File: src/rtl/capTimerPkg.sv
`timescale 1ns/1ps
package capTimerPkg;
  localparam int NUM_CH    = 2;
  localparam int SHARED_CH = 0;

  typedef struct packed {
    logic [NUM_CH-1:0] load;
    logic              wrLo;
    logic              wrHi;
  } dpStrobe_t;
endpackage

File: src/rtl/capCtrl.sv
`timescale 1ns/1ps
module capCtrl
  import capTimerPkg::*;
(
  input  logic              clk,
  input  logic              rstN,
  input  logic              capMode,
  input  logic [NUM_CH-1:0] capEvt,
  input  logic [NUM_CH-1:0] rdLo,
  input  logic [NUM_CH-1:0] rdHi,
  input  logic              wrLo,
  input  logic              wrHi,
  output dpStrobe_t         strobe,
  output logic [NUM_CH-1:0] capOvf
);
  logic [NUM_CH-1:0] loadVec;

  for (genvar ch = 0; ch < NUM_CH; ch++) begin : g_ch
    logic unread, ovf, seenLo, seenHi;
    logic active, evt, gotLo, gotHi, done, load;

    if (ch == SHARED_CH) begin : g_shared
      assign active = capMode;
    end else begin : g_plain
      assign active = 1'b1;
    end

    assign evt   = capEvt[ch] & active;
    assign gotLo = seenLo | (rdLo[ch] & active);
    assign gotHi = seenHi | (rdHi[ch] & active);
    assign done  = unread & gotLo & gotHi;
    // a strobe loads when nothing is pending or the pending value is read now
    assign load  = evt & (~unread | done);

    always_ff @(posedge clk or negedge rstN) begin
      if (!rstN) begin
        unread <= 1'b0;
        ovf    <= 1'b0;
        seenLo <= 1'b0;
        seenHi <= 1'b0;
      end else if (load) begin
        unread <= 1'b1;
        ovf    <= 1'b0;
        seenLo <= 1'b0;
        seenHi <= 1'b0;
      end else if (done) begin
        unread <= 1'b0;
        ovf    <= 1'b0;
        seenLo <= 1'b0;
        seenHi <= 1'b0;
      end else if (unread) begin
        ovf    <= ovf | evt;
        seenLo <= gotLo;
        seenHi <= gotHi;
      end
    end

    assign loadVec[ch] = load;
    assign capOvf[ch]  = ovf;
  end

  assign strobe = '{load: loadVec, wrLo: wrLo & ~capMode, wrHi: wrHi & ~capMode};
endmodule

File: src/rtl/capDatapath.sv
`timescale 1ns/1ps
module capDatapath
  import capTimerPkg::*;
#(
  parameter int BYTE_W = 8
) (
  input  logic                             clk,
  input  logic                             rstN,
  input  logic                             runEn,
  input  logic                             capMode,
  input  dpStrobe_t                        strobe,
  input  logic [BYTE_W-1:0]                wrByte,
  output logic [2*BYTE_W-1:0]              tmrVal,
  output logic [NUM_CH-1:0][2*BYTE_W-1:0]  capVal
);
  localparam int TMR_W = 2 * BYTE_W;

  logic [TMR_W-1:0] tmr;
  logic             atPeriod;

  assign atPeriod = ~capMode & (tmr == capVal[SHARED_CH]);

  always_ff @(posedge clk or negedge rstN) begin
    if (!rstN)      tmr <= '0;
    else if (runEn) tmr <= atPeriod ? '0 : tmr + TMR_W'(1);
  end

  for (genvar ch = 0; ch < NUM_CH; ch++) begin : g_reg
    logic [TMR_W-1:0] hold;

    if (ch == SHARED_CH) begin : g_shared
      always_ff @(posedge clk or negedge rstN) begin
        if (!rstN) hold <= '0;
        else if (strobe.load[ch]) hold <= tmr;
        else begin
          if (strobe.wrLo) hold[BYTE_W-1:0]     <= wrByte;
          if (strobe.wrHi) hold[TMR_W-1:BYTE_W] <= wrByte;
        end
      end
    end else begin : g_plain
      always_ff @(posedge clk or negedge rstN) begin
        if (!rstN)                hold <= '0;
        else if (strobe.load[ch]) hold <= tmr;
      end
    end

    assign capVal[ch] = hold;
  end

  assign tmrVal = tmr;
endmodule

File: src/rtl/capTimer.sv
`timescale 1ns/1ps
module capTimer
  import capTimerPkg::*;
#(
  parameter int BYTE_W = 8
) (
  input  logic                            clk,
  input  logic                            rstN,
  input  logic                            runEn,
  input  logic                            capMode,
  input  logic [1:0]                      capEvt,
  input  logic [1:0]                      rdLo,
  input  logic [1:0]                      rdHi,
  input  logic                            wrLo,
  input  logic                            wrHi,
  input  logic [BYTE_W-1:0]               wrByte,
  output logic [2*BYTE_W-1:0]             tmrVal,
  output logic [1:0][2*BYTE_W-1:0]        capVal,
  output logic [1:0]                      capOvf
);
  dpStrobe_t strobe;

  capCtrl u_ctrl (
    .clk     (clk),
    .rstN    (rstN),
    .capMode (capMode),
    .capEvt  (capEvt),
    .rdLo    (rdLo),
    .rdHi    (rdHi),
    .wrLo    (wrLo),
    .wrHi    (wrHi),
    .strobe  (strobe),
    .capOvf  (capOvf)
  );

  capDatapath #(.BYTE_W(BYTE_W)) u_dp (
    .clk     (clk),
    .rstN    (rstN),
    .runEn   (runEn),
    .capMode (capMode),
    .strobe  (strobe),
    .wrByte  (wrByte),
    .tmrVal  (tmrVal),
    .capVal  (capVal)
  );
endmodule

File: config.mk
export PLATFORM = sky130hd
export DESIGN_NAME = capTimer
export DESIGN_NICKNAME = d
export VERILOG_FILES = /design/src/rtl/capTimerPkg.sv /design/src/rtl/capCtrl.sv /design/src/rtl/capDatapath.sv /design/src/rtl/capTimer.sv
export SDC_FILE = /design/constraint.sdc
export NUM_CORES = 1
export LEC_CHECK = 0
export ABC_CLOCK_PERIOD_IN_PS = 1900
export BUFFER_PORTS_ARGS = -buffer_cell sky130_fd_sc_hd__clkbuf_2
export CAP_MARGIN = 20
export CORE_MARGIN = 3
export CORE_UTILIZATION = 53
export DETAILED_ROUTE_END_ITERATION = 10
export PLACE_DENSITY_LB_ADDON = 0.12
export SETUP_SLACK_MARGIN = 0.4
export SYNTH_ARGS = -nofsm -noshare
export SYNTH_HDL_FRONTEND = slang
export SYNTH_SLANG_ARGS = --single-unit
File: constraint.sdc
create_clock -name clk -period 1.9 [get_ports clk]
set_input_delay 0.38 -clock clk [delete_from_list [all_inputs] [get_ports clk]]
set_output_delay 0.38 -clock clk [all_outputs]
set_load 0.02 [all_outputs]
# Word-level counts from Yosys, hierarchy flattened
# Index checks and enable logic that the tools add are counted.
[op_classes] n_addsub=1 eq_ne=1 mux=26 n_bitwise=23 reduce_logical=6
[ops] operator="two-way mux 16 bit" count=2
[ops] operator="two-way mux 1 bit" count=22
[ops] operator="adder 16 x 1 -> 16 bit (second input constant)" count=1
[ops] operator="equality test 16 bit" count=1
[ops] operator="two-way mux 8 bit" count=2
[ops] operator="AND 1 bit" count=12
[ops] operator="OR 1 bit" count=8
[ops] operator="nonzero test 2 bit" count=4
[ops] operator="nonzero test 3 bit" count=2
[ops] operator="NOT 1 bit" count=3
[word_totals] reg_bits=56 output_inout_bits=50 wordCells=69

# Depth between registers and ports, before layout
# Gate-level depths: netlist of the first run.
[depth] ltp_word=7 mapped_depth=7

# Hierarchy
# From an unflattened synthesis of the first run, not the netlist that was laid out.
[unflattened] cells_unflattened=263 area_unflattened_um2=2882.8
[modules_own_cells] mod="capDatapath" n_inst=1 cells_per_inst=219 area_each_um2=2468.6 seq_area_each_um2=1201.2
[modules_own_cells] mod="capCtrl" n_inst=1 cells_per_inst=44 area_each_um2=414.1 seq_area_each_um2=200.2

# Worst setup path before layout of the first run
# No wires, ideal clock.
[synth_path] kind="flip-flop to flip-flop" start="register u_dp.tmr[7] (netlist: u_dp.tmrVal[7])" end="register u_dp.tmr[6] (netlist: u_dp.tmrVal[6])" setup_ns=0.124 arrival_ns=1.629 slack_ns=0.147 path_stages_with_launch=8 path_buffers=2 synth_period_minus_slack_ns=1.753 path_cell_list="dfrtp_1 > buf_6 > xor2_1 > nor4_2 > nand3_1 > nor3_4 > buf_6 > nor3_2"
[synth_between] elab_chain_len=3
[synth_rtl] element="from (decl)" line="capDatapath.sv:18" source="logic [TMR_W-1:0] tmr;"
[synth_rtl] element="from (signal assigned)" line="capDatapath.sv:25" source="else if (runEn) tmr <= atPeriod ? '0 : tmr + TMR_W'(1);"
[synth_rtl] element="equality test 16 bit" line="capDatapath.sv:21" source="assign atPeriod = ~capMode & (tmr == capVal[SHARED_CH]);"
[synth_rtl] element="AND 1 bit" line="capDatapath.sv:21"
[synth_rtl] element="two-way mux 16 bit" line="capDatapath.sv:25"
# Every way passes these cells.
# A chain may end at the register's enable or synchronous reset.

# Worst setup path in the final report of the first run
[layout_path] start="register u_dp.g_reg[0].hold[1]" end="register u_dp.tmr[7] (netlist: u_dp.tmrVal[7])"
[layout_between] elab_chain_len=3
[layout_rtl] element="from (decl)" line="capDatapath.sv:29" source="logic [TMR_W-1:0] hold;"
[layout_rtl] element="from (signal assigned)" line="capDatapath.sv:34" source="else if (strobe.load[ch]) hold <= tmr;"
[layout_rtl] element="from (signal, indexed assignment)" line="capDatapath.sv:36" source="if (strobe.wrLo) hold[BYTE_W-1:0] <= wrByte;"
[layout_rtl] element="from (signal, indexed assignment)" line="capDatapath.sv:37" source="if (strobe.wrHi) hold[TMR_W-1:BYTE_W] <= wrByte;"
[layout_rtl] element="equality test 16 bit" line="capDatapath.sv:21"
[layout_rtl] element="AND 1 bit" line="capDatapath.sv:21"
[layout_rtl] element="two-way mux 16 bit" line="capDatapath.sv:25"
# Every way passes these cells.

==> reports/summary.txt, run 1 <==
RSZ-0062 raised after global routing: true
# diodes: 0
Setup crit end kind: register
Fin util: 71.44%
Drc violations: 0
CTS tree: built
Peak VDD IR: 0.4974 mV
Startpoint Class: register
Vert. Die Dim: 78.28 um
Hold-fix buffers at CTS: 0
Pwr/cell area: 963.3 nW/um^2
Minimum clock period: 1.660 ns
Ratio of cells with drive above 1 in the final layout: 40.29%
Starting Density: 56.74%
Via-to-Cell Ratio: 5.365
Setup TNS Final: 0 ns
Max Freq: 602.3 MHz
Worst path arrival time: 1.86 ns
DRT Pass-1 Iters: 4
Worst-path cell chain: xor2_1, nor4_1, nand3_1, nor3_4, buf_6, nor3_2
Status: finished, final reports clean
Placed Cells: 403
Most frequent cells in the layout: clkbuf_2, dfrtp_1, nor2_1
Flops & latches, synth: 56
Buf/Inv on CP: 1
Slew Viols, Final: 0
Gr usage total: 22.43%
Number of enable flip-flop cells after synthesis: 0
CTS Buf Count: 5
Crit-path max FO: 8
Routed Wire Length: 6676 um
Ports: 70
Mapped Area: 2769 um^2
Worst Max-Slew Pin Slew: 0.3335 ns
Non-filler cells in the finished layout: 417
Clk root buf: clkbuf_8
Most used DFF post-synth: dfrtp_1
FP Rows: 25
Critical path type: register to register
Synth-to-Final Area Change: 25.89%
Ys async rst share: 100.0%
Vias in the first global route: 2105
CP delay by family, top: simple AND/OR/NAND/NOR gates
Initial antenna violation count: 0
Final ANT Viol Nets: 0
# Max-Cap Violations: 0
GRT Residual Overflow: 0
Final nets: 370
Dpl hpwl: 4715 um
Leakage: 1.665 nW
Final setup fails: 0
Worst skew pair latency: 0.30 ns
Syn Area/Cell: 10.37 um^2
Bufs on Longest Clock Path: 2
DR vias: 2237
Die X: 78.28 um
Initial DRC Count: 196
Max incr delay on CP: 0.41 ns
Final Skew: 0.003330 ns
Most common cell after layout, fill and taps aside: clkbuf_2
Synth Warn #: 0
Slowest-stage cell, CP: dfrtp_1
RePlAce Congestion: 0.8958
Final Power: 0.003358 W
Largest net degree at the start of global routing: 57
Core area: 4880 um^2
Sequential cell area fraction in the yosys report: 50.61%
Period utilization: 87.39%
H-tree depth: 2
Synth cell types: 35
CTS Sinks: 56
Wire length per cell: 16.01 um
Req. time, crit path: 2.09 ns
Clock slew at reported path FFs: 0.09 ns
First-pass GRT wire length: 10650 um
Buffers added on ports: 69
Syn Inst Count: 267
Mapped Nets: 288
Worst hold path class: input pin to asynchronous set/reset pin
Final hold vios: 0
Die area: 6128 um^2
Max_slew headroom: 77.58%
-- worst register-to-register path: stages (launching register included) --
cell     delay [ns]
dfrtp_1        0.41
xor2_1         0.18
nor4_1         0.32
nand3_1        0.23
nor3_4         0.19
buf_6          0.18
nor3_2         0.04
-- synthesized netlist by cell type (5+ instances only) --
master	instances	area, um^2
dfrtp_1	56	1401
nor2_1	38	142.6
a21oi_1	24	120.1
mux2i_1	19	190.2
mux2_2	16	180.2
xor2_1	16	140.1
nand3_1	13	65.06
nand2_1	11	41.29
o21ai_0	9	45.04
clkbuf_1	7	26.28
xnor2_1	7	61.31
nor3_1	6	30.03
buf_2	5	25.02
-- stage by stage --
step	hold WS, ns	instance area (um^2)	setup slack (ns)
6_report	0.06677	3486	0.2397
5_1_grt	0.08625	3486	0.1605
4_1_cts	0.07926	3425	0.2450
3_5_place_dp	0.4079	3274	0.1624
3_3_place_gp	0.4065	3274	0.2439
2_1_floorplan	0.08441	2799	0.2045
-- logic make-up (layout without fill, tap and decap cells) --
logic type | after synthesis | after routing | synth area share [%]
AO/OA/AOI/OAI | 40 | 40 | 7.999
XOR/XNOR | 23 | 23 | 7.275
adder cells (fa/ha/maj) | 1 | 1 | 0.4518
buffers and inverters | 23 | 106 | 4.609
flip-flops | 56 | 56 | 50.61
multiplexers | 35 | 35 | 13.38
AND/OR/NAND/NOR | 89 | 89 | 15.68
-- path summary, 6_finish.rpt --
| path | start | end | slack, ns | cells after the start |
|---|---|---|---|---|
| hold / removal | rstN | u_ctrl.g_ch[0].ovf | 0.07 | 2 |
| setup / recovery | u_dp.g_reg[0].hold[1] | u_dp.tmrVal[7] | 0.24 | 6 |
| setup reg to reg | u_dp.g_reg[0].hold[1] | u_dp.tmrVal[7] | 0.24 | 6 |
| min in group clk | capEvt[1] | u_ctrl.g_ch[1].unread | 0.32 | 2 |
| hold reg to reg | u_ctrl.g_ch[1].ovf | u_ctrl.g_ch[1].ovf | 0.49 | 1 |
| max in group asynchronous | rstN | u_dp.tmrVal[2] | 1.57 | 2 |
-- flip-flops by register name (all words and copies together) (netlist names) --
register            flops
u_ctrl.g_ch.ovf         2
u_ctrl.g_ch.seenHi      2
u_ctrl.g_ch.seenLo      2
u_ctrl.g_ch.unread      2
u_dp.g.hold            32
u_dp.tmrVal            16
-- repair_timing --
action	4_1_cts	5_1_grt
gates resized for setup	9	8
endpoints found under the setup margin	16	45
pin swaps	5	2
setup buffers	3	3
-- final cells by class --
class | count | area (um^2)
sequential | 56 | 1411
fill | 394 | 1394
clock buffer | 8 | 90.09
tap | 67 | 83.83
timing repair buffer | 94 | 594.3
multi-input combinational | 188 | 1291
inverter | 4 | 15.01
-- power by group --
| group | total [W] | internal [W] | switching (W) | leakage [nW] |
|---|---|---|---|---|
| registers | 0.00158 | 0.00139 | 0.000195 | 0.682 |
| logic | 0.00111 | 0.000462 | 0.000652 | 0.937 |
| clock network | 0.000660 | 0.000298 | 0.000362 | 0.0455 |
-- per-layer routing --
layer,vias up,global-route usage [%],routed length [um]
met5,-,0,0
met4,0,6.469,92
met3,8,4.014,403
met2,73,36.22,3165
met1,1078,31.12,3014
li1,1078,-,-
No activity file was read; power rests on OpenSTA's default activity.
==> inputs of run 2 (changes only) <==
--- a/config.mk
+++ b/config.mk
@@ -9,9 +9,10 @@
 export BUFFER_PORTS_ARGS = -buffer_cell sky130_fd_sc_hd__clkbuf_2
 export CAP_MARGIN = 20
 export CORE_MARGIN = 3
-export CORE_UTILIZATION = 53
+export CORE_UTILIZATION = 50
 export DETAILED_ROUTE_END_ITERATION = 10
 export PLACE_DENSITY_LB_ADDON = 0.12
+export REMOVE_ABC_BUFFERS = 1
 export SETUP_SLACK_MARGIN = 0.4
 export SYNTH_ARGS = -nofsm -noshare
 export SYNTH_HDL_FRONTEND = slang
==> run 2 against run 1 <==
  * Hold slack about the same
  * Setup slack worse by 0.028 ns
  * Critical path depth unchanged
  * Sequential share of layout area shrank 1.4 points
  * First-iteration DRC count decreased by 25%
  * Wire length rose by 4.7%
  * Sequential power about the same
  * Core utilization is 2.8 points lower
  * Flip-flop and latch count unchanged
  * Final cell count up 3.1%
  * Combinational power is 13% higher
  * Largest power group unchanged
  * Highest routed layer unchanged
==> reports/summary.txt, run 2 (synthesis results as in run 1) <==
Drc violations: 0 (unchanged)
Die area: 6467 um^2 (+5.5%)
# Max-Cap Violations: 0 (unchanged)
Critical path type: register to register
Register Area: 1406 um^2 (-0.35%)
Largest register by flop count: u_dp.g.hold
Setup TNS Final: 0 ns (unchanged)
Worst path arrival time: 1.88 ns (+0.02 ns)
Most crowded layer after global routing: met2
RSZ-0062 raised after global routing: true
Vias in the first global route: 2064 (-1.9%)
Slowest-stage cell, CP: dfrtp_2
Fill cell count: 427 (+8.4%)
Final ANT Viol Nets: 0 (unchanged)
Max Freq: 592.4 MHz (-1.6%)
Worst hold path class: input pin to asynchronous set/reset pin
Max incr delay on CP: 0.47 ns (+0.06 ns)
GRT Residual Overflow: 0 (unchanged)
Worst-path cell chain: xor2_2, nor4_2, nand3_2, nor3_4, buf_6, nor3_1
Bufs on Longest Clock Path: 2 (unchanged)
CTS Sinks: 56 (unchanged)
Ports: 70 (unchanged)
# diodes: 0 (unchanged)
Minimum clock period: 1.688 ns (+0.02782 ns)
Req. time, crit path: 2.09 ns (about the same)
Pwr/cell area: 968.5 nW/um^2 (+0.54%)
Routed Wire Length: 6993 um (+4.7%)
FP Rows: 26 (+4.0%)
Die X: 80.42 um (+2.7%)
H-tree depth: 2 (unchanged)
Peak VDD IR: 0.6326 mV (+27%)
Met1 usage: 31.68% (+0.56 points)
Ratio of cells with drive above 1 in the final layout: 41.67% (+1.4 points)
Largest net degree at the start of global routing: 57 (unchanged)
Post-Place Worst Slack: 0.09421 ns (-0.06814 ns)
Starting Density: 52.87% (-3.9 points)
Startpoint Class: register
Worst Max-Slew Pin Slew: 0.2977 ns (-0.03584 ns)
Status: finished, final reports clean
Largest register FFs: 32 (unchanged)
Period utilization: 88.85% (+1.5 points)
Slew Viols, Final: 0 (unchanged)
GR Util met3: 3.363% (-0.65 points)
Fin util: 68.66% (-2.8 points)
Final Skew: 0.01029 ns (+0.006959 ns)
Synth-to-Final Area Change: 29.87%
Dpl hpwl: 4669 um (-0.97%)
First-pass GRT wire length: 10650 um (unchanged)
Worst skew pair latency: 0.31 ns (about the same)
Wire length per cell: 16.26 um (+1.6%)
RePlAce Congestion: 0.8703 (-2.8%)
Most frequent cells in the layout: clkbuf_2, dfrtp_1, nor2_1
Multi-input logic area: 1330 um^2 (+3.0%)
Fin area: 3596 um^2 (+3.2%)
Via-to-Cell Ratio: 5.484 (+2.2%)
Final hold vios: 0 (unchanged)
Leakage: 1.754 nW (+5.3%)
Final setup fails: 0 (unchanged)
Buffers added on ports: 69 (unchanged)
Initial antenna violation count: 0 (unchanged)
Initial DRC Count: 147 (-25%)
DRT Pass-1 Iters: 4 (unchanged)
Crit-path max FO: 7 (-1)
R2R setup slack: 0.21 ns (-0.03 ns)
Max_slew headroom: 79.97% (+2.4 points)
Vert. Die Dim: 80.42 um (+2.7%)
CTS Buf Count: 5 (unchanged)
Gr usage total: 21.40% (-1.0 points)
Clock slew at reported path FFs: 0.10 ns (about the same)
Setup WS post-layout: 0.2119 ns (-0.02782 ns)
Global routing usage on met2: 32.70% (-3.5 points)
DP Area: 3267 um^2 (-0.23%)
Final nets: 380 (+2.7%)
Most common cell after layout, fill and taps aside: clkbuf_2
Setup crit end kind: register
CTS tree: built
Core area: 5238 um^2 (+7.3%)
Clk root buf: clkbuf_8
DR vias: 2358 (+5.4%)
Hold-fix buffers at CTS: 0 (unchanged)
WHS: 0.06717 ns (+0.0004042 ns)
run 2: cell count changes in the layout (fill, tap and decap cells not counted), sizes merged:
cell | before | now
buf | 25 | 37
clkbuf | 77 | 75
run 2: critical path, delay by kind of cell, from the launching register on:
kind | cells | cell delay, ns
buffers and inverters | 1 | 0.17
XOR/XNOR | 1 | 0.17
AND/OR/NAND/NOR | 4 | 0.76
flip-flops | 1 | 0.47
run 2: metrics by stage:
stage	std cells	power (W)
after global routing	430	0.003689
after detailed placement	409	0.002669
after CTS	424	0.003365
after floorplan	248	0.002218
final	430	0.003483
after global placement	409	0.002644
run 2: worst paths after layout:
path,startpoint,endpoint,depth (start not counted)
max in group asynchronous,rstN,u_dp.tmrVal[4],2
max reg2reg,u_dp.tmrVal[7],u_dp.tmrVal[3],6
min reg2reg,u_ctrl.g_ch[1].ovf,u_ctrl.g_ch[1].ovf,1
min,rstN,u_dp.tmrVal[5],2
min in group clk,capEvt[1],u_ctrl.g_ch[1].unread,2
max,u_dp.tmrVal[7],u_dp.tmrVal[3],6
run 2: timing repair:
action / CTS / global route
setup endpoints to repair: 28 / 52
gates resized for setup: 16 / 27
gates cloned: 1 / 1
pin swaps: 9 / 2
setup buffers: 6 / 5
endpoints found under the hold margin: 0 / 0
run 2: routing by layer:
layer	share of wire, %	vias to the layer above
li1	-	1104
met4	1.5	0
met3	5.7	13
met5	0	-
met2	46	92
met1	46	1149
run 2: cell type report:
type,instances,area share [%]
Multi-Input combinational cell,188,36.99
Timing Repair Buffer,104,18.55
Clock buffer,8,2.505
Inverter,4,0.4175
Sequential cell,56,39.11
Tap cell,70,2.436
run 2: where the power goes:
group	total (W)	switching [W]	internal, W
clock network	0.000666	0.000367	0.000299
registers	0.00157	0.000182	0.00139
logic	0.00125	0.000705	0.000543
==> inputs of run 3 (changes only) <==
--- a/config.mk
+++ b/config.mk
@@ -11,9 +11,10 @@
 export CORE_MARGIN = 3
 export CORE_UTILIZATION = 50
 export DETAILED_ROUTE_END_ITERATION = 10
-export PLACE_DENSITY_LB_ADDON = 0.12
+export PLACE_DENSITY = 0.76
 export REMOVE_ABC_BUFFERS = 1
 export SETUP_SLACK_MARGIN = 0.4
 export SYNTH_ARGS = -nofsm -noshare
 export SYNTH_HDL_FRONTEND = slang
+export SYNTH_HIERARCHICAL = 1
 export SYNTH_SLANG_ARGS = --single-unit
==> run 3 against run 2 <==
  * Synthesized cell count is 1.5% lower
  * Global-route usage is 1.6 points lower
  * Maximum frequency is 3.4% higher
  * First-iteration DRC count is 20% lower
  * Total power is 9.7% higher
  * Highest routed layer unchanged
==> reports/summary.txt, run 3 <==
Status: finished, final reports clean
Synth Warn #: 6 (+6)
Syn Area/Cell: 10.96 um^2 (+5.7%)
Fin util: 66.03% (-2.6 points)
Bufs on Longest Clock Path: 2 (unchanged)
Ports: 70 (unchanged)
Die area: 6713 um^2 (+3.8%)
Synth cell types: 41 (+17%)
Worst path arrival time: 1.82 ns (-0.06 ns)
Final setup fails: 0 (unchanged)
GRT Residual Overflow: 0 (unchanged)
RSZ-0062 raised after global routing: true
Peak VDD IR: 0.7023 mV (+11%)
Number of enable flip-flop cells after synthesis: 0 (unchanged)
Ys async rst share: 100.0% (unchanged)
Worst r2r src: u_dp/tmrVal[15]
# Max-Cap Violations: 0 (unchanged)
Buffers added on ports: 69 (unchanged)
Initial antenna violation count: 0 (unchanged)
Gr usage total: 19.79% (-1.6 points)
Final nets: 375 (-1.3%)
Wire length per cell: 15.91 um (-2.1%)
Sequential cell area fraction in the yosys report: 48.61% (-2.0 points)
Syn Inst Count: 263 (-1.5%)
Vert. Die Dim: 81.93 um (+1.9%)
Pint: 0.002431 W (+9.1%)
Setup crit start: u_dp/tmrVal[15]
Slew Viols, Final: 0 (unchanged)
Most frequent cells in the layout: clkbuf_2, dfrtp_1, buf_4
Crit-path max FO: 7 (unchanged)
Drc violations: 0 (unchanged)
Core area: 5540 um^2 (+5.8%)
Flops & latches, synth: 56 (unchanged)
Final Power: 0.003822 W (+9.7%)
# diodes: 0 (unchanged)
Pwr/cell area: 1045 nW/um^2 (+7.9%)
CTS Sinks: 56 (unchanged)
Routed Wire Length: 6795 um (-2.8%)
CTS tree: built
Minimum clock period: 1.633 ns (-0.05540 ns)
RePlAce Congestion: 0.8671 (-0.37%)
Startpoint Class: register
Most used DFF post-synth: dfrtp_1
Synth-to-Final Area Change: 26.91%
First-pass GRT wire length: 10280 um (-3.5%)
Vias in the first global route: 2053 (-0.53%)
Hold-fix buffers at CTS: 0 (unchanged)
Ratio of cells with drive above 1 in the final layout: 48.45% (+6.8 points)
Sw Ratio: 36.39% (+0.37 points)
Combinational group share of total power: 35.9% (about the same)
Clk pwr share: 20.0% (+0.9 points)
DRT Pass-1 Iters: 4 (unchanged)
Worst hold path class: input pin to asynchronous set/reset pin
Max Freq: 612.5 MHz (+3.4%)
Mapped Area: 2883 um^2 (+4.1%)
H-tree depth: 2 (unchanged)
Largest register FFs: 32 (unchanged)
Switching pwr: 0.001391 W (+11%)
Biggest area consumer among synthesized cells: dfrtp_1
Count leader, synth: dfrtp_1
Starting Density: 52.03% (-0.83 points)
Clk root buf: clkbuf_8
Initial DRC Count: 117 (-20%)
Largest net degree at the start of global routing: 33 (-42%)
CTS Buf Count: 5 (unchanged)
Critical path type: register to register
Final hold vios: 0 (unchanged)
Die X: 81.93 um (+1.9%)
DR vias: 2283 (-3.2%)
Most common cell after layout, fill and taps aside: clkbuf_2
Final Skew: 0.007810 ns (-0.002479 ns)
Yosys top cell area share: 48.61% (-2.0 points)
DP Area: 3321 um^2 (+1.6%)
Top cells by area, synth: dfrtp_1, mux2_2, mux2i_1
Max_slew headroom: 66.92% (-13 points)
Worst skew pair latency: 0.30 ns (about the same)
Final ANT Viol Nets: 0 (unchanged)
Clock slew at reported path FFs: 0.10 ns (about the same)
Period utilization: 85.93% (-2.9 points)
R2R depth: 6 (unchanged)
Reg power frac: 44.1% (-0.9 points)
WHS: 0.02362 ns (-0.04355 ns)
Setup crit end kind: register
Commonest cells in the netlist: dfrtp_1, nand2_1, o21ai_0
Dpl hpwl: 4720 um (+1.1%)
Setup WS post-layout: 0.2673 ns (+0.05540 ns)
Req. time, crit path: 2.09 ns (about the same)
Leakage: 1.716 nW (-2.1%)
Largest register by flop count: u_dp/g.hold
FP Rows: 27 (+3.8%)
Fin area: 3659 um^2 (+1.7%)
Via-to-Cell Ratio: 5.347 (-2.5%)
Post-Place Worst Slack: 0.1889 ns (+0.09467 ns)
Worst Max-Slew Pin Slew: 0.4961 ns (+0.1985 ns)
run 3: cells by family after synthesis:
group | share of synthesized area, %
AOI/OAI and AO/OA | 11.41
xor gates and xnor gates | 7.899
adders and majority gates | 0.4340
buffers and inverters | 5.729
DFF | 48.61
muxes | 12.89
and+or+nand+nor | 13.02
run 3: worst max-delay path, stage by stage, from the launching register on:
cell	delay [ns]
dfrtp_2	0.44
xnor2_1	0.17
nand4_1	0.12
or3_4	0.37
nor2_4	0.18
clkbuf_16	0.19
a21oi_2	0.05
run 3: power groups by stage:
stage                     Sequential, W  Clock, W  Combinational [W]
after floorplan                 0.00191         0           0.000479
after global routing            0.00172  0.000825            0.00149
final                           0.00168  0.000766            0.00137
after global placement          0.00170         0            0.00114
after detailed placement        0.00171         0            0.00116
after CTS                       0.00168  0.000786            0.00124
run 3: worst paths after layout:
path / slack [ns] / end
max in group asynchronous: 1.29 / u_dp/g_reg[0].hold[4]
setup reg to reg: 0.27 / u_dp/tmrVal[15]
hold reg to reg: 0.49 / u_ctrl/g_ch[1].seenHi
hold / removal: 0.02 / u_dp/g_reg[1].hold[0]
min in group clk: 0.28 / u_ctrl/g_ch[1].seenHi
setup / recovery: 0.27 / u_dp/tmrVal[15]
run 3: per-stage QoR:
stage	TNS (ns)	cells
after floorplan	-0.6203	241
after global placement	0	400
after detailed placement	0	400
after CTS	0	415
after global routing	0	427
final	0	427
run 3: what timing repair did:
action,CTS,global route
pin swaps,1,14
endpoints found under the setup margin,30,51
gates resized for setup,11,18
buffers inserted,7,9
gates cloned,0,3
run 3: routing by layer:
metal  routed length [um]  vias up  track usage (%)
met1                 3042     1112            27.90
met2                 3317       75            32.55
met3                  395        6            3.180
met4                   40        0            3.654
li1                     -     1090                -
met5                    0        -                0
run 3: area by class of cell:
| type | instances | area [um^2] |
|---|---|---|
| Clock inverter | 2 | 35.03 |
| Fill cell | 444 | 1882 |
| Multi-Input combinational cell | 183 | 1364 |
| Inverter | 2 | 7.507 |
| Sequential cell | 56 | 1416 |
| Tap cell | 72 | 90.09 |
| Clock buffer | 6 | 72.57 |
| Timing Repair Buffer | 106 | 673.1 |
